File: config.mk
export PLATFORM = sky130hd
export DESIGN_NAME = irq_nest_ctrl
export DESIGN_NICKNAME = d
export VERILOG_FILES = /design/src/rtl/irq_nest_pkg.sv /design/src/rtl/irq_sfr_regs.sv /design/src/rtl/irq_src_map.sv /design/src/rtl/irq_pick.sv /design/src/rtl/irq_isr_track.sv /design/src/rtl/irq_nest_ctrl.sv
export SDC_FILE = /design/constraint.sdc
export NUM_CORES = 1
export LEC_CHECK = 0
export CAP_MARGIN = 30
export CORE_MARGIN = 4
export CORE_UTILIZATION = 46
export CTS_BUF_LIST = sky130_fd_sc_hd__clkbuf_16
export DETAILED_ROUTE_END_ITERATION = 12
export PLACE_DENSITY = 0.8
export REMOVE_ABC_BUFFERS = 1
export SLEW_MARGIN = 30
export SYNTH_ARGS = -nofsm -noshare
export SYNTH_HDL_FRONTEND = slang
export SYNTH_SLANG_ARGS = --single-unit
File: constraint.sdc
create_clock -name clk -period 2.7 [get_ports clk]
set_input_delay 0.54 -clock clk [delete_from_list [all_inputs] [get_ports clk]]
set_output_delay 0.54 -clock clk [all_outputs]
set_load 0.1 [all_outputs]
File: src/rtl/irq_nest_pkg.sv
package irq_nest_pkg;
  localparam int NSLOT  = 10;
  localparam int SLOT_W = $clog2(NSLOT);
  localparam int DW     = 8;

  localparam int SL_EXT0 = 0;
  localparam int SL_SER2 = 1;
  localparam int SL_TMR0 = 2;
  localparam int SL_I2C  = 3;
  localparam int SL_EXT1 = 4;
  localparam int SL_RSV5 = 5;
  localparam int SL_TMR1 = 6;
  localparam int SL_RSV7 = 7;
  localparam int SL_SER1 = 8;
  localparam int SL_TMR2 = 9;

  // slots that can ever be granted (5 and 7 held at zero)
  localparam logic [NSLOT-1:0] SLOT_LIVE = 10'b11_0101_1111;

  localparam logic [DW-1:0] MAIN_EN_MASK  = 8'hBF;
  localparam logic [DW-1:0] AUX_EN_MASK   = 8'h12;
  localparam logic [DW-1:0] MAIN_LVL_MASK = 8'h3F;
  localparam logic [DW-1:0] AUX_LVL_MASK  = 8'h12;

  localparam int GLOBAL_EN_BIT = 7;

  typedef struct packed {
    logic [DW-1:0] main_en;
    logic [DW-1:0] aux_en;
    logic [DW-1:0] main_lvl;
    logic [DW-1:0] aux_lvl;
  } irq_cfg_t;
endpackage

File: src/rtl/irq_sfr_regs.sv
module irq_sfr_regs
  import irq_nest_pkg::*;
#(
  parameter int               AW            = 8,
  parameter logic [AW-1:0]    ADDR_MAIN_EN  = 8'hA8,
  parameter logic [AW-1:0]    ADDR_AUX_EN   = 8'hA7,
  parameter logic [AW-1:0]    ADDR_MAIN_LVL = 8'hB8,
  parameter logic [AW-1:0]    ADDR_AUX_LVL  = 8'hB7
) (
  input  logic          clk,
  input  logic          rst_n,
  input  logic [AW-1:0] addr,
  input  logic          we,
  input  logic [DW-1:0] wdata,
  output logic [DW-1:0] rdata,
  output irq_cfg_t      cfg
);
  irq_cfg_t cfg_q, cfg_d;
  logic     cfg_en;

  always_comb begin
    cfg_d  = cfg_q;
    cfg_en = 1'b0;
    if (we) begin
      unique case (addr)
        ADDR_MAIN_EN:  begin cfg_d.main_en  = wdata & MAIN_EN_MASK;  cfg_en = 1'b1; end
        ADDR_AUX_EN:   begin cfg_d.aux_en   = wdata & AUX_EN_MASK;   cfg_en = 1'b1; end
        ADDR_MAIN_LVL: begin cfg_d.main_lvl = wdata & MAIN_LVL_MASK; cfg_en = 1'b1; end
        ADDR_AUX_LVL:  begin cfg_d.aux_lvl  = wdata & AUX_LVL_MASK;  cfg_en = 1'b1; end
        default: ;
      endcase
    end
  end

  always_ff @(posedge clk or negedge rst_n) begin
    if (!rst_n)      cfg_q <= '0;
    else if (cfg_en) cfg_q <= cfg_d;
  end

  always_comb begin
    unique case (addr)
      ADDR_MAIN_EN:  rdata = cfg_q.main_en;
      ADDR_AUX_EN:   rdata = cfg_q.aux_en;
      ADDR_MAIN_LVL: rdata = cfg_q.main_lvl;
      ADDR_AUX_LVL:  rdata = cfg_q.aux_lvl;
      default:       rdata = '0;
    endcase
  end

  assign cfg = cfg_q;
endmodule

File: src/rtl/irq_src_map.sv
module irq_src_map
  import irq_nest_pkg::*;
(
  input  irq_cfg_t          cfg,
  input  logic              ext0_req,
  input  logic              ext1_req,
  input  logic              tmr0_req,
  input  logic              tmr1_req,
  input  logic              tmr2_ovf,
  input  logic              tmr2_ext,
  input  logic              i2c_req,
  input  logic              ser1_rx,
  input  logic              ser1_tx,
  input  logic              ser2_rx,
  input  logic              ser2_tx,
  output logic [NSLOT-1:0]  pend,
  output logic [NSLOT-1:0]  lvl_hi
);
  logic [NSLOT-1:0] raw, en, lvl;
  logic             unused_cfg;

  always_comb begin
    raw = '0; en = '0; lvl = '0;
    raw[SL_EXT0] = ext0_req;            en[SL_EXT0] = cfg.main_en[0]; lvl[SL_EXT0] = cfg.main_lvl[0];
    raw[SL_SER2] = ser2_rx | ser2_tx;   en[SL_SER2] = cfg.aux_en[4];  lvl[SL_SER2] = cfg.aux_lvl[4];
    raw[SL_TMR0] = tmr0_req;            en[SL_TMR0] = cfg.main_en[1]; lvl[SL_TMR0] = cfg.main_lvl[1];
    raw[SL_I2C]  = i2c_req;             en[SL_I2C]  = cfg.aux_en[1];  lvl[SL_I2C]  = cfg.aux_lvl[1];
    raw[SL_EXT1] = ext1_req;            en[SL_EXT1] = cfg.main_en[2]; lvl[SL_EXT1] = cfg.main_lvl[2];
    raw[SL_TMR1] = tmr1_req;            en[SL_TMR1] = cfg.main_en[3]; lvl[SL_TMR1] = cfg.main_lvl[3];
    raw[SL_SER1] = ser1_rx | ser1_tx;   en[SL_SER1] = cfg.main_en[4]; lvl[SL_SER1] = cfg.main_lvl[4];
    raw[SL_TMR2] = tmr2_ovf | tmr2_ext; en[SL_TMR2] = cfg.main_en[5]; lvl[SL_TMR2] = cfg.main_lvl[5];
  end

  for (genvar s = 0; s < NSLOT; s++) begin : g_slot
    if (SLOT_LIVE[s]) begin : g_live
      assign pend[s]   = raw[s] & en[s] & cfg.main_en[GLOBAL_EN_BIT];
      assign lvl_hi[s] = lvl[s];
    end else begin : g_rsv
      assign pend[s]   = 1'b0;
      assign lvl_hi[s] = 1'b0;
    end
  end

  assign unused_cfg = ^{cfg.main_en[6], cfg.aux_en[7:5], cfg.aux_en[3:2], cfg.aux_en[0],
                        cfg.main_lvl[7:6], cfg.aux_lvl[7:5], cfg.aux_lvl[3:2], cfg.aux_lvl[0],
                        raw[SL_RSV5], raw[SL_RSV7], en[SL_RSV5], en[SL_RSV7],
                        lvl[SL_RSV5], lvl[SL_RSV7]};
endmodule

File: src/rtl/irq_pick.sv
module irq_pick #(
  parameter int NSLOT  = 10,
  parameter int SLOT_W = $clog2(NSLOT)
) (
  input  logic [NSLOT-1:0]  pend,
  input  logic [NSLOT-1:0]  lvl_hi,
  input  logic              isr_hi,
  input  logic              isr_lo,
  output logic              valid,
  output logic              grant_hi,
  output logic [SLOT_W-1:0] slot
);
  logic [NSLOT-1:0]  hi_req, lo_req;
  logic [SLOT_W-1:0] hi_idx, lo_idx;
  logic              hi_ok, lo_ok;

  assign hi_req = pend & lvl_hi;
  assign lo_req = pend & ~lvl_hi;

  // scan from the bottom of the order up; the last hit is the winner
  always_comb begin
    hi_idx = '0;
    lo_idx = '0;
    for (int i = NSLOT - 1; i >= 0; i--) begin
      if (hi_req[i]) hi_idx = SLOT_W'(i);
      if (lo_req[i]) lo_idx = SLOT_W'(i);
    end
  end

  assign hi_ok    = (|hi_req) & ~isr_hi;
  assign lo_ok    = (|lo_req) & ~isr_hi & ~isr_lo;
  assign valid    = hi_ok | lo_ok;
  assign grant_hi = hi_ok;
  assign slot     = hi_ok ? hi_idx : (lo_ok ? lo_idx : '0);
endmodule

File: src/rtl/irq_isr_track.sv
module irq_isr_track (
  input  logic clk,
  input  logic rst_n,
  input  logic ack,
  input  logic ret,
  input  logic valid,
  input  logic grant_hi,
  output logic isr_hi,
  output logic isr_lo
);
  logic hi_q, lo_q, hi_d, lo_d, upd;

  always_comb begin
    hi_d = hi_q;
    lo_d = lo_q;
    if (ret) begin
      if (hi_q) hi_d = 1'b0;
      else      lo_d = 1'b0;
    end
    if (ack && valid) begin
      if (grant_hi) hi_d = 1'b1;
      else          lo_d = 1'b1;
    end
    upd = ret | (ack & valid);
  end

  always_ff @(posedge clk or negedge rst_n) begin
    if (!rst_n) begin
      hi_q <= 1'b0;
      lo_q <= 1'b0;
    end else if (upd) begin
      hi_q <= hi_d;
      lo_q <= lo_d;
    end
  end

  assign isr_hi = hi_q;
  assign isr_lo = lo_q;
endmodule

File: src/rtl/irq_nest_ctrl.sv
module irq_nest_ctrl
  import irq_nest_pkg::*;
#(
  parameter int            AW            = 8,
  parameter logic [AW-1:0] ADDR_MAIN_EN  = 8'hA8,
  parameter logic [AW-1:0] ADDR_AUX_EN   = 8'hA7,
  parameter logic [AW-1:0] ADDR_MAIN_LVL = 8'hB8,
  parameter logic [AW-1:0] ADDR_AUX_LVL  = 8'hB7
) (
  input  logic              clk,
  input  logic              rst_n,
  input  logic [AW-1:0]     sfr_addr,
  input  logic              sfr_we,
  input  logic [DW-1:0]     sfr_wdata,
  output logic [DW-1:0]     sfr_rdata,
  input  logic              ext0_req,
  input  logic              ext1_req,
  input  logic              tmr0_req,
  input  logic              tmr1_req,
  input  logic              tmr2_ovf,
  input  logic              tmr2_ext,
  input  logic              i2c_req,
  input  logic              ser1_rx,
  input  logic              ser1_tx,
  input  logic              ser2_rx,
  input  logic              ser2_tx,
  input  logic              irq_ack,
  input  logic              irq_ret,
  output logic              irq_valid,
  output logic [SLOT_W-1:0] irq_slot
);
  logic [1:0]       rst_sync;
  logic             rst_core_n;
  irq_cfg_t         cfg;
  logic [NSLOT-1:0] pend, lvl_hi;
  logic             isr_hi, isr_lo, grant_hi;

  always_ff @(posedge clk or negedge rst_n) begin
    if (!rst_n) rst_sync <= 2'b00;
    else        rst_sync <= {rst_sync[0], 1'b1};
  end
  assign rst_core_n = rst_sync[1];

  irq_sfr_regs #(
    .AW(AW), .ADDR_MAIN_EN(ADDR_MAIN_EN), .ADDR_AUX_EN(ADDR_AUX_EN),
    .ADDR_MAIN_LVL(ADDR_MAIN_LVL), .ADDR_AUX_LVL(ADDR_AUX_LVL)
  ) u_regs (
    .clk(clk), .rst_n(rst_core_n), .addr(sfr_addr), .we(sfr_we),
    .wdata(sfr_wdata), .rdata(sfr_rdata), .cfg(cfg)
  );

  irq_src_map u_map (
    .cfg(cfg), .ext0_req(ext0_req), .ext1_req(ext1_req),
    .tmr0_req(tmr0_req), .tmr1_req(tmr1_req), .tmr2_ovf(tmr2_ovf),
    .tmr2_ext(tmr2_ext), .i2c_req(i2c_req), .ser1_rx(ser1_rx),
    .ser1_tx(ser1_tx), .ser2_rx(ser2_rx), .ser2_tx(ser2_tx),
    .pend(pend), .lvl_hi(lvl_hi)
  );

  irq_pick #(.NSLOT(NSLOT), .SLOT_W(SLOT_W)) u_pick (
    .pend(pend), .lvl_hi(lvl_hi), .isr_hi(isr_hi), .isr_lo(isr_lo),
    .valid(irq_valid), .grant_hi(grant_hi), .slot(irq_slot)
  );

  irq_isr_track u_isr (
    .clk(clk), .rst_n(rst_core_n), .ack(irq_ack), .ret(irq_ret),
    .valid(irq_valid), .grant_hi(grant_hi), .isr_hi(isr_hi), .isr_lo(isr_lo)
  );
endmodule

# After elaboration in Yosys (flattened, before gate mapping)
# Cells that the tools add are included.
[totals]
latchBits = 0
memories = 0
register_bits = 21
inputBits = 32
rom_bits = 0
out_inout_bits = 13
ram_bits = 0
[classes]
n_div = 0
mux = 32
mul = 0
order_cmp = 0
n_eq_ne = 4
shift = 0
n_reduce_logical = 8
n_addsub = 0
n_bitwise = 30
[op_table]
columns = ["cell", "n"]
rows = [
  ["two-way mux 4 bit", 22],
  ["equality test 8 bit (second input constant)", 4],
  ["one-hot mux 8 bit (4 select lines)", 1],
  ["AND 1 bit", 20],
  ["AND 10 bit", 2],
  ["OR reduction 10 bit", 2],
  ["AND reduction 3 bit", 4],
  ["NOT 10 bit", 1],
  ["two-way mux 1 bit", 9],
  ["OR 1 bit", 5],
  ["OR reduction 4 bit", 1],
  ["NOT 1 bit", 2],
  ["logical AND 1 bit", 1],
]

# Depth between registers and ports, before layout
# Gate-level depths: netlist (run 1).
[depth]
ltp_word = 16
depth_mapped = 7
ltp_nobuf = 5

# By module
# From an unflattened synthesis (run 1), not the netlist that was laid out.
[unflattened]
cells_unflattened = 163
hier_area_um2 = 1622.8
[by_module_without_submodules]
columns = ["mod", "area_per_inst_um2", "n_inst", "cells_each", "seq_area_each_um2"]
rows = [
  ["irq_sfr_regs", 963.4, 1, 73, 425.4],
  ["irq_pick", 367.9, 1, 58, 0.0],
  ["irq_src_map", 155.1, 1, 21, 0.0],
  ["irq_isr_track", 82.6, 1, 8, 50.0],
  ["irq_nest_ctrl", 53.8, 1, 3, 50.0],
]

# Worst setup path after synthesis (run 1)
# OpenSTA, ideal clock, no wires.
[synth_timing]
path_kind = "input to output"
from = "in ser2_tx"
to = "out irq_slot[1]"
stages = 5
t_arrival_ps = 3547
path_slack_ps = -1387
required_ps = 2160
cell_sequence = "o211ai_2 -> o21ai_2 -> nor4_4 -> or2_2 -> o31ai_1"
[synth_via]
elab_chain_len = 9
word_cells_on_any_way = 16
classes_between = "mux: 6; bitwise: 8; reduce/logical: 2"
[synth_lines]
columns = ["item", "line_no", "rtl"]
rows = [
  ["start, declared", "irq_nest_ctrl.sv:26", "input logic ser2_tx,"],
  ["OR 1 bit *", "irq_src_map.sv:25", "raw[SL_SER2] = ser2_rx | ser2_tx; en[SL_SER2] = cfg.aux_en[4]; lvl[SL_SER2] = cfg.aux_lvl[4];"],
  ["AND 1 bit * (2 in a row)", "irq_src_map.sv:36", "assign pend[s] = raw[s] & en[s] & cfg.main_en[GLOBAL_EN_BIT];"],
  ["AND 10 bit", "irq_pick.sv:18", "assign lo_req = pend & ~lvl_hi;"],
  ["OR reduction 10 bit", "irq_pick.sv:31", "assign lo_ok = (|lo_req) & ~isr_hi & ~isr_lo;"],
  ["AND 1 bit (2 in a row)", "irq_pick.sv:31", ""],
  ["two-way mux 4 bit", "irq_pick.sv:34", "assign slot = hi_ok ? hi_idx : (lo_ok ? lo_idx : '0);"],
  ["two-way mux 4 bit *", "irq_pick.sv:34", ""],
  ["end, declared", "irq_nest_ctrl.sv:30", "output logic [SLOT_W-1:0] irq_slot"],
]
# Every way passes the cells marked *; elsewhere a longest branch is shown, timed or not.

# Worst setup path after layout (run 1)
[layout_timing]
from = "in i2c_req"
to = "out irq_slot[0]"
[layout_via]
elab_chain_len = 9
word_cells_on_any_way = 19
classes_between = "mux: 10; bitwise: 7; reduce/logical: 2"
[layout_lines]
columns = ["item", "line_no", "rtl"]
rows = [
  ["start, declared", "irq_nest_ctrl.sv:22", "input logic i2c_req,"],
  ["AND 1 bit * (2 in a row)", "irq_src_map.sv:36", ""],
  ["AND 10 bit", "irq_pick.sv:18", ""],
  ["two-way mux 4 bit (4 in a row)", "irq_pick.sv:26", "if (lo_req[i]) lo_idx = SLOT_W'(i);"],
  ["two-way mux 4 bit", "irq_pick.sv:34", ""],
  ["two-way mux 4 bit *", "irq_pick.sv:34", ""],
]
# Marks and branches as above.

==> metrics.yaml, run 1 <==
grt.overflow.total: 0
combPwrFrac_pct: 14.8
fp.dieArea_um2: 4020
track_usage_pct: 27.3
io_pins: 45
cts_tree: "built"
synth_ff_type: "dfrtp_1"
avgSynthCellArea_um2: 11.0
fin_util_pct: 86.3
vdd_drop_max_uv: 359
synth-edff-count: 0
critPathKind: "input port to primary output"
relSlewSlack_pct: 48.2
synth_seq_cells: 21
place_area_um2: 2100
grt_max_degree: 20
firstDrtPassIters: 9
wirelength_um: 5830
place_congestion: 0.857
power.switching_uw: 188
pwr_density_cell_nw_per_um2: 317
die-width_um: 63.4
setup_ws_ns: -0.0779
cp_max_fo: 2
core_um2: 2850
p_seq_share_pct: 45.4
htreeDepth: 1
clkLatencyLatePin_ns: 0.25
hold_path.class: "register to async pin"
area_growth_pct: 74.2
ys_top_cells_by_count: "dfrtp_1 (21), mux2_4 (13), nand2_1 (11)"
clk_pin_slew_ns: 0.06
nFillCells: 131
yosysWarnings: 0
max_freq_mhz: 360
syn_area_um2: 1410
violations: "negative setup slack"
num_rows: 19
drive_gt1_share_pct: 51.0
cts.path.max_buffers: 2
seq_area_um2: 527
worst_setup_path_end_kind: "primary output"
n_antenna_cell: 0
post-synth-top-area-fraction_pct: 37.2
multi_input_area_um2: 988
period_needed_ns: 2.78
stdcell_count: 239
switching_share_pct: 24.1
drv_cap: 0
worst_ep_arrival_time_ns: 2.24
setup_viol: 5
synth_cell_types: 44
synth_seq_area_share_pct: 37.2
clock-sinks: 21
drt_iter0_drc: 155
fin_area_um2: 2460
totalPowerFinal_uw: 779
p_leak_nw: 1.18
place_inst: 215
synth_cells: 128
drc_errors: 0
ant_nets: 0
cts_root_buffer: "clkbuf_16"
final-max-slew-violation-count: 0
finalHoldViolCount: 0
p_clk_share_pct: 39.8
worstMarginPinSlew_ns: 0.776
start_util_pct: 49.6
die_h_um: 63.4
synth-async-reset-ratio_pct: 100
rsz0062_at_grt: "yes"
via_per_inst: 6.78
dr_total_vias: 1621
synth.most_common_cell: "dfrtp_1"
grt_pass1_wl_um: 8420
dp_hpwl_um: 3290
worst_ep_required_time_ns: 2.16
grt_pass1_vias: 1602
ys_top_cells_by_area: "dfrtp_1 (37%), mux2_4 (14%), mux2_2 (3.2%), nand4b_1 (3.1%), nand2_1 (2.9%)"
start_kind: "input port"
clock_skew_ns: 0.00412
grt_antenna_before_repair: 0
synth_area_leader_cell: "dfrtp_1"
io_buffer_count: 42
numCtsBuffers: 3
fin_crit_sh_pct: 103
status: "complete, but fails checks"
wire_per_inst_um: 24.4
p_int_uw: 592
layout.nets: 241
path summary, 6_finish.rpt:
check,from,end,slack (ns),depth (start not counted)
setup / recovery,i2c_req,irq_slot[0],-0.08,7
hold / removal,rst_sync[1],u_regs.cfg[1],0.32,0
setup reg to reg,u_regs.cfg[31],u_isr.isr_lo,0.71,8
hold reg to reg,rst_sync[1],u_regs.cfg[1],0.32,0
max in group asynchronous,rst_sync[1],u_regs.cfg[31],1.85,0
min in group clk,rst_sync[0],rst_sync[1],0.36,0
registers in the layout, indices dropped and copies added (netlist names):
signal / cells
u_regs.cfg: 17
rst_sync: 2
u_isr.isr_hi: 1
u_isr.isr_lo: 1
metal layers:
layer,up-vias,global-route usage (%),share of wire (%)
met4,0,12.4,4.4
met1,796,29.3,37
met3,38,7.46,7.8
li1,661,-,-
met5,-,0,0
met2,126,49.3,51
area by class of cell:
cell class / count / area share [%]
Tap cell: 31 / 1.58
Clock buffer: 3 / 3.05
Timing Repair Buffer: 80 / 33.2
Clock inverter: 1 / 0.203
Multi-Input combinational cell: 100 / 40.1
Inverter: 3 / 0.457
Sequential cell: 21 / 21.4
logic make-up after synthesis:
kind of cell | share of synthesized area [%]
AO/OA/AOI/OAI | 16.5
multiplexers | 17.0
flip-flops | 37.2
buffers and inverters | 2.48
AND/OR/NAND/NOR | 26.3
other | 0.531
layout by cell type, fill, tap and decap left out, drive strengths merged, types with 2 or more instances in the layout:
cell type | synthesis | final
nand2 | 13 | 13
inv | 3 | 3
dlygate4sd2 | 0 | 16
nand3 | 2 | 2
a22oi | 4 | 4
and2 | 2 | 2
nand2b | 2 | 2
clkbuf | 1 | 3
a22o | 4 | 4
o31ai | 4 | 4
nor2 | 8 | 8
o221ai | 3 | 3
nand4b | 5 | 5
a21oi | 2 | 2
buf | 3 | 50
dfrtp | 21 | 21
nor3 | 5 | 5
o21ai | 3 | 3
clkdlybuf4s15 | 0 | 2
mux2 | 17 | 17
clkdlybuf4s50 | 0 | 12
o22ai | 2 | 2
nand3b | 2 | 2
o211ai | 3 | 3
conb | 2 | 2
o2111ai | 2 | 2
nand4 | 4 | 4
per-stage QoR:
step	setup WS (ns)	hold slack [ns]	TNS, ns
2_1_floorplan	-1.48	0.240	-4.10
3_3_place_gp	-0.235	0.324	-1.32
3_5_place_dp	-0.322	0.336	-1.80
4_1_cts	0.00272	0.338	0
5_1_grt	-0.117	0.369	-0.517
6_report	-0.0779	0.321	-0.207
worst max-delay path, stage by stage:
cell and delay [ns]:
dlygate4sd2_1 0.27, and4_4 0.20, nand2b_4 0.15, nor4_4 0.28, or3b_4 0.43, o21ai_4 0.17, buf_12 0.19
power groups by stage:
stage          combinational, mW  clock (mW)  sequential [mW]
2_1_floorplan             0.0398           0            0.351
3_3_place_gp              0.0998           0            0.356
3_5_place_dp               0.104           0            0.359
4_1_cts                    0.104       0.308            0.352
5_1_grt                    0.120       0.325            0.357
6_report                   0.115       0.310            0.354
repair_timing:
item | in CTS | in global routing
hold buffers | 0 | 0
buffers inserted | 10 | 10
pin swaps | 18 | 14
resized for setup | 40 | 12
endpoints found under the setup margin | 12 | 9
(Power assumes the default switching activity.)
==> run 2, diff against run 1 <==
--- a/config.mk
+++ b/config.mk
@@ -12,7 +12,7 @@
 export DETAILED_ROUTE_END_ITERATION = 12
 export PLACE_DENSITY = 0.8
 export REMOVE_ABC_BUFFERS = 1
-export SLEW_MARGIN = 30
+export SLEW_MARGIN = 20
 export SYNTH_ARGS = -nofsm -noshare
 export SYNTH_HDL_FRONTEND = slang
 export SYNTH_SLANG_ARGS = --single-unit
==> results of run 2 <==
No change in the layout: final DEF, timing and power equal those of run 1.
